--- config.mk ---
export PLATFORM = sky130hd
export DESIGN_NAME = byte_lane_sram_port
export DESIGN_NICKNAME = d
export VERILOG_FILES = /design/src/rtl/sram_port_pkg.sv /design/src/rtl/sram_ctrl_decode.sv /design/src/rtl/sram_lane_array.sv /design/src/rtl/sram_read_path.sv /design/src/rtl/byte_lane_sram_port.sv
export SDC_FILE = /design/constraint.sdc
export NUM_CORES = 2
export LEC_CHECK = 0
export BUFFER_PORTS_ARGS = -buffer_cell sky130_fd_sc_hd__buf_4
export CELL_PAD_IN_SITES_DETAIL_PLACEMENT = 1
export CELL_PAD_IN_SITES_GLOBAL_PLACEMENT = 1
export CORE_ASPECT_RATIO = 1.4
export CORE_MARGIN = 8
export CORE_UTILIZATION = 45
export CTS_BUF_LIST = sky130_fd_sc_hd__clkbuf_4
export DETAILED_ROUTE_END_ITERATION = 8
export GPL_ROUTABILITY_DRIVEN = 1
export PLACE_DENSITY = 0.64
export SLEW_MARGIN = 20
export SYNTH_ARGS = -nofsm -noshare
export SYNTH_HDL_FRONTEND = slang
export SYNTH_HIERARCHICAL = 1
export SYNTH_MEMORY_MAX_BITS = 65536
export SYNTH_SLANG_ARGS = --single-unit
--- constraint.sdc ---
create_clock -name clk_i -period 2 [get_ports clk_i]
set_input_delay 0.1 -clock clk_i [delete_from_list [all_inputs] [get_ports clk_i]]
set_output_delay 0.1 -clock clk_i [all_outputs]
set_load 0.05 [all_outputs]
--- src/rtl/sram_port_pkg.sv ---
package sram_port_pkg;
  localparam int unsigned LANES = 2;
  typedef logic [LANES-1:0] lane_mask_t;
endpackage

--- src/rtl/sram_ctrl_decode.sv ---
module sram_ctrl_decode
  import sram_port_pkg::*;
(
  input  logic       ce0_ni,
  input  logic       ce1_i,
  input  logic       ub_ni,
  input  logic       lb_ni,
  input  logic       we_ni,
  output lane_mask_t wr_lanes_o,
  output lane_mask_t rd_lanes_o
);
  logic       sel;
  lane_mask_t lane_en;

  assign sel        = !ce0_ni && ce1_i;
  assign lane_en    = ~{ub_ni, lb_ni};
  assign wr_lanes_o = (sel && !we_ni) ? lane_en : '0;
  assign rd_lanes_o = (sel &&  we_ni) ? lane_en : '0;
endmodule

--- src/rtl/sram_lane_array.sv ---
module sram_lane_array
  import sram_port_pkg::*;
#(
  parameter int unsigned DEPTH  = 256,
  parameter int unsigned LANE_W = 9,
  localparam int unsigned AW    = $clog2(DEPTH),
  localparam int unsigned DW    = LANES * LANE_W
) (
  input  logic          clk_i,
  input  lane_mask_t    wr_lanes_i,
  input  lane_mask_t    rd_lanes_i,
  input  logic [AW-1:0] addr_i,
  input  logic [DW-1:0] wdata_i,
  output logic [DW-1:0] rdata_o
);
  for (genvar l = 0; l < LANES; l++) begin : g_lane
    logic [LANE_W-1:0] mem [DEPTH];
    logic [LANE_W-1:0] rd_q;

    always_ff @(posedge clk_i) begin
      if (wr_lanes_i[l]) mem[addr_i] <= wdata_i[l*LANE_W +: LANE_W];
      if (rd_lanes_i[l]) rd_q <= mem[addr_i];
    end

    assign rdata_o[l*LANE_W +: LANE_W] = rd_q;
  end
endmodule

--- src/rtl/sram_read_path.sv ---
module sram_read_path
  import sram_port_pkg::*;
#(
  parameter int unsigned LANE_W = 9,
  localparam int unsigned DW    = LANES * LANE_W
) (
  input  logic          clk_i,
  input  logic          rst_ni,
  input  logic          pipe_i,
  input  logic          oe_ni,
  input  lane_mask_t    rd_lanes_i,
  input  logic [DW-1:0] arr_data_i,
  output logic [DW-1:0] rdata_o,
  output lane_mask_t    lane_oe_o
);
  lane_mask_t    vld1_q, vld2_q, vld;
  logic [DW-1:0] data2_q, data;

  always_ff @(posedge clk_i or negedge rst_ni) begin
    if (!rst_ni) begin
      vld1_q  <= '0;
      vld2_q  <= '0;
      data2_q <= '0;
    end else begin
      vld1_q  <= rd_lanes_i;
      vld2_q  <= vld1_q;
      data2_q <= arr_data_i;
    end
  end

  assign vld       = pipe_i ? vld2_q : vld1_q;
  assign data      = pipe_i ? data2_q : arr_data_i;
  // output enable gates asynchronously
  assign lane_oe_o = oe_ni ? '0 : vld;

  for (genvar l = 0; l < LANES; l++) begin : g_mask
    assign rdata_o[l*LANE_W +: LANE_W] =
      lane_oe_o[l] ? data[l*LANE_W +: LANE_W] : '0;
  end
endmodule

--- src/rtl/byte_lane_sram_port.sv ---
module byte_lane_sram_port
  import sram_port_pkg::*;
#(
  parameter int unsigned DEPTH  = 256,
  parameter int unsigned LANE_W = 9,
  localparam int unsigned AW    = $clog2(DEPTH),
  localparam int unsigned DW    = LANES * LANE_W
) (
  input  logic              clk_i,
  input  logic              rst_ni,
  input  logic              pipe_mode_i,
  input  logic              ce0_ni,
  input  logic              ce1_i,
  input  logic              ub_ni,
  input  logic              lb_ni,
  input  logic              we_ni,
  input  logic              oe_ni,
  input  logic [AW-1:0]     addr_i,
  input  logic [DW-1:0]     wdata_i,
  output logic [DW-1:0]     rdata_o,
  output logic [LANES-1:0]  lane_oe_o
);
  lane_mask_t    wr_lanes, rd_lanes;
  logic [DW-1:0] arr_data;
  logic          mode_q;

  // mode captured only while held in reset
  always_ff @(posedge clk_i) begin
    if (!rst_ni) mode_q <= pipe_mode_i;
  end

  sram_ctrl_decode u_dec (
    .ce0_ni    (ce0_ni),
    .ce1_i     (ce1_i),
    .ub_ni     (ub_ni),
    .lb_ni     (lb_ni),
    .we_ni     (we_ni),
    .wr_lanes_o(wr_lanes),
    .rd_lanes_o(rd_lanes)
  );

  sram_lane_array #(.DEPTH(DEPTH), .LANE_W(LANE_W)) u_arr (
    .clk_i     (clk_i),
    .wr_lanes_i(wr_lanes),
    .rd_lanes_i(rd_lanes),
    .addr_i    (addr_i),
    .wdata_i   (wdata_i),
    .rdata_o   (arr_data)
  );

  sram_read_path #(.LANE_W(LANE_W)) u_rd (
    .clk_i     (clk_i),
    .rst_ni    (rst_ni),
    .pipe_i    (mode_q),
    .oe_ni     (oe_ni),
    .rd_lanes_i(rd_lanes),
    .arr_data_i(arr_data),
    .rdata_o   (rdata_o),
    .lane_oe_o (lane_oe_o)
  );
endmodule

==> metrics.log <==
[metrics] slew at the pin closest to its max-slew limit: 1.112 ns
[metrics] post-route non-filler standard cell count: 16150
[metrics] maximum clock path buffer count: 5
[metrics] failing checks: negative setup slack
[metrics] die boundary width: 545.9 um
[metrics] remaining global-route overflow: 0
[metrics] Port Buf Inserts: 54
[metrics] Mapped Cells: 7926
[metrics] relative area change from synthesis to final layout: 21.91%
[metrics] R2R Path Start: u_arr/g_lane[0].mem[27][1]
[metrics] number of nets at the end of the flow: 10260
[metrics] placeable core area: 391700 sq um
[metrics] crit start category: flip-flop
[metrics] cts bufs inserted: 1177
[metrics] area used by sequential logic in the layout: 139500 sq um
[metrics] detailed-route via count: 94270
[metrics] Final setup viols: 239
[metrics] CTS H-tree lvls: 7
[metrics] critical path peak fanout: 16
[metrics] I/O pin count: 55
[metrics] Final GP Congestion: 0.8279
[metrics] clk slew on worst S/H paths: 0.06 ns
[metrics] maximum ir drop on the vdd rail: 0.0005707 V
[metrics] number of detailed-route iterations in the first pass: 6
[metrics] via count of the first global-routing pass: 103400
[metrics] Hold Crit Endpoint: u_rd/vld1_q[0]
[metrics] portion of total power attributed to combinational logic: 0.060
[metrics] vertical die dimension: 757.8 um
[metrics] number of cell instances on the worst register-to-register path: 5
[metrics] switching share of power: 0.2254
[metrics] Final min period: 3.217 ns
[metrics] ratio of final minimum period to clock period: 1.609
[metrics] leak pwr: 69.73 nW
[metrics] DRC errors left: 0
[metrics] Data arrival, critical path: 3.12 ns
[metrics] wire per inst: 31.97 um
[metrics] reported max-cap violation count: 0
[metrics] min setup slack post-route: -1.217 ns
[metrics] clock tree root buffer cell: clkbuf_4
[metrics] number of DRC markers in iteration 0: 8926
[metrics] outcome: finished with violations
[metrics] Final Hold Violating Endpoints: 0
[metrics] classification of the worst setup path: reg2out
[metrics] Final Hold Slack: 0.1387 ns
[metrics] full die area: 413700 sq um
[metrics] count of unique library cells instantiated by Yosys: 27
[metrics] Fmax: 0.3108 GHz
[metrics] count of fill cells added during filler insertion: 34200
[metrics] flops & latches, synth: 4649
[metrics] CTS tree: yes
[metrics] switching power: 43.67 mW
[metrics] final standard cell area without fillers: 215600 sq um
[metrics] crit path capture type: output pin
[metrics] number of standard-cell rows in the floorplan: 272
[metrics] total routing resource utilization after global routing: 0.2491
[metrics] Hold Path Stages: 5
[metrics] CP Data Required Time: 1.90 ns
[metrics] number of placed cells counting well taps: 14140
[metrics] pins over their slew limit: 0
[metrics] Antenna Violating Nets Remaining: 0
[metrics] number of antenna violations at the first check in global routing: 11
[metrics] start point of the worst hold path: ce0_ni
[metrics] part of the Yosys area used for sequential elements: 0.7886
[metrics] detailed placer's ending HPWL: 338.0 mm
[metrics] register-to-register setup slack: -0.55 ns
[metrics] syn avg cell area: 22.32 sq um
[metrics] Power per Cell Area: 898.5 nW/um^2
[metrics] RSZ-0062 raised after global routing: true
[metrics] R2R Path End: u_arr/g_lane[0].rd_q[1]
[metrics] Worst slew margin: 0.2562
[metrics] post-DR vias/cell: 5.838
[metrics] final setup skew: 0.1483 ns
[metrics] largest net degree at the start of global routing: 117
[metrics] clock latency of the later-clocked register in the worst-skew pair: 1.76 ns
[metrics] Mapped Area: 176900 sq um
[metrics] Post-synth ARST share: 0.004732
[metrics] number of nets in the synthesized netlist: 7961
[metrics] yosys synthesis warning count: 6
[metrics] wire length of the first global-routing pass: 736.9 mm
[metrics] number of enable flip-flop cells after synthesis: 4627
[metrics] beginning of the critical path: mode_q
[metrics] multi-input logic area: 38650 sq um
[metrics] layout cells sized above 1: 0.4512
[metrics] instance area after placement: 198400 sq um
[metrics] total number of clock tree sinks: 4649
[metrics] worst min path class: in2reg
[metrics] internal power summed over all cells: 150.1 mW
[metrics] starting utilization of the core area: 0.4516
[metrics] most frequently used flop master after synthesis: edfxtp_1
[metrics] fraction of power consumed by the clock network: 0.387
[metrics] final wirelength: 516.2 mm
[metrics] part of the total power dissipated in sequential elements: 0.553
==> cell usage after synthesis (3+ instances only) <==
| master | count | area [sq um] |
|---|---|---|
| o41ai_1 | 72 | 630.6 |
| nand3b_1 | 18 | 135.1 |
| a22oi_1 | 576 | 4324 |
| mux4_2 | 1152 | 25940 |
| and2_1 | 3 | 18.77 |
| buf_1 | 46 | 172.7 |
| nor2b_1 | 8 | 50.05 |
| buf_2 | 109 | 545.5 |
| nand4_1 | 18 | 112.6 |
| nor2_1 | 517 | 1941 |
| buf_4 | 15 | 112.6 |
| buf_6 | 12 | 135.1 |
| nand2_1 | 29 | 108.9 |
| dfrtp_1 | 22 | 550.5 |
| nand3_1 | 38 | 190.2 |
| a21oi_1 | 306 | 1531 |
| clkbuf_1 | 343 | 1287 |
| edfxtp_1 | 4627 | 138900 |
==> how the worst max path moves through the flow <==
stage	depth (start not counted)	end	slack, ns
6_report	5	rdata_o[1]	-1.22
5_1_grt	5	rdata_o[6]	-1.44
4_1_cts	6	rdata_o[2]	-1.44
3_5_place_dp	11	u_arr/g_lane[1].rd_q[8]	-1.62
3_3_place_gp	9	u_arr/g_lane[1].rd_q[8]	-2.13
2_1_floorplan	9	u_arr/g_lane[0].rd_q[8]	-0.28
==> cells in the final DEF (no fill, tap or decap), drive strengths merged, types with 17 or more instances in the layout <==
cell / instances
clkbuf: 1629
edfxtp: 4627
a21oi: 306
mux4: 1152
inv: 17
buf: 1557
dlygate4sd3: 92
nand4: 18
a22oi: 576
nand3b: 18
dfrtp: 22
clkinv: 203
nand2: 29
nand3: 38
diode: 32
nor2: 517
o41ai: 72
==> through the flow <==
step                TNS (ns)    util  power (mW)  setup WS (ns)
global route          -34.54  0.5505       200.4         -1.436
CTS                  -101.60  0.5483       195.9         -1.437
detailed placement  -1713.49  0.5064       120.2         -1.620
finish                -38.17  0.5505       193.8         -1.217
global placement    -1632.28  0.5062       119.9         -2.125
floorplan            -591.93       -       113.8        -0.2761
==> per-layer routing <==
layer / track usage / part of all wire / up-vias
li1: - / - / 39010
met1: 0.2923 / 0.37 / 50750
met2: 0.4426 / 0.53 / 3667
met3: 0.05139 / 0.058 / 845
met4: 0.1143 / 0.043 / 2
met5: 0 / 0.000017 / -
==> cells by family after synthesis <==
logic type	Yosys count	synth area share
AO/OA/AOI/OAI	954	0.03667
flip-flops	4649	0.7886
buffers and inverters	527	0.01287
AND/OR/NAND/NOR	642	0.01505
multiplexers	1154	0.1468
==> state kept, by name, summed over array words and instances (netlist names) <==
signal and count:
u_arr/g_lane.rd_q 18, u_rd/vld2_q 2, u_arr/g_lane.mem 4608, u_rd/data2_q 18
mode_q 1, u_rd/vld1_q 2
==> final cells by class <==
| class | instances | area share |
|---|---|---|
| sequential | 4649 | 0.6469 |
| multi-input combinational | 2750 | 0.1792 |
| timing repair buffer | 1650 | 0.08136 |
| clock buffer | 1629 | 0.05671 |
| tap | 5206 | 0.03021 |
| clock inverter | 230 | 0.005228 |
| antenna | 32 | 0.0003713 |
| inverter | 1 | 0.00001741 |
==> what timing repair did <==
item,4_1_cts,5_1_grt
hold buffers,115,4
setup buffers,2,8
pin swaps,121,86
resized for setup,302,163
hold endpoints to repair,9278,134
gates cloned,1,0
endpoints found under the setup margin,38,970
==> power groups by stage <==
stage	clock network, mW	registers [mW]	logic, mW
floorplan	0	109	4.57
global placement	0	109	10.7
detailed placement	0	109	10.9
CTS	77.2	107	11.6
global route	81.3	107	12.1
finish	75.0	107	11.7
==> critical path, cell delays in order (launching register included) <==
cell and delay [ns]:
edfxtp_1 0.45, buf_12 0.20, nand3b_1 0.16, a21oi_1 0.19, buf_4 0.21, buf_8 0.16
(Power assumes the default switching activity.)
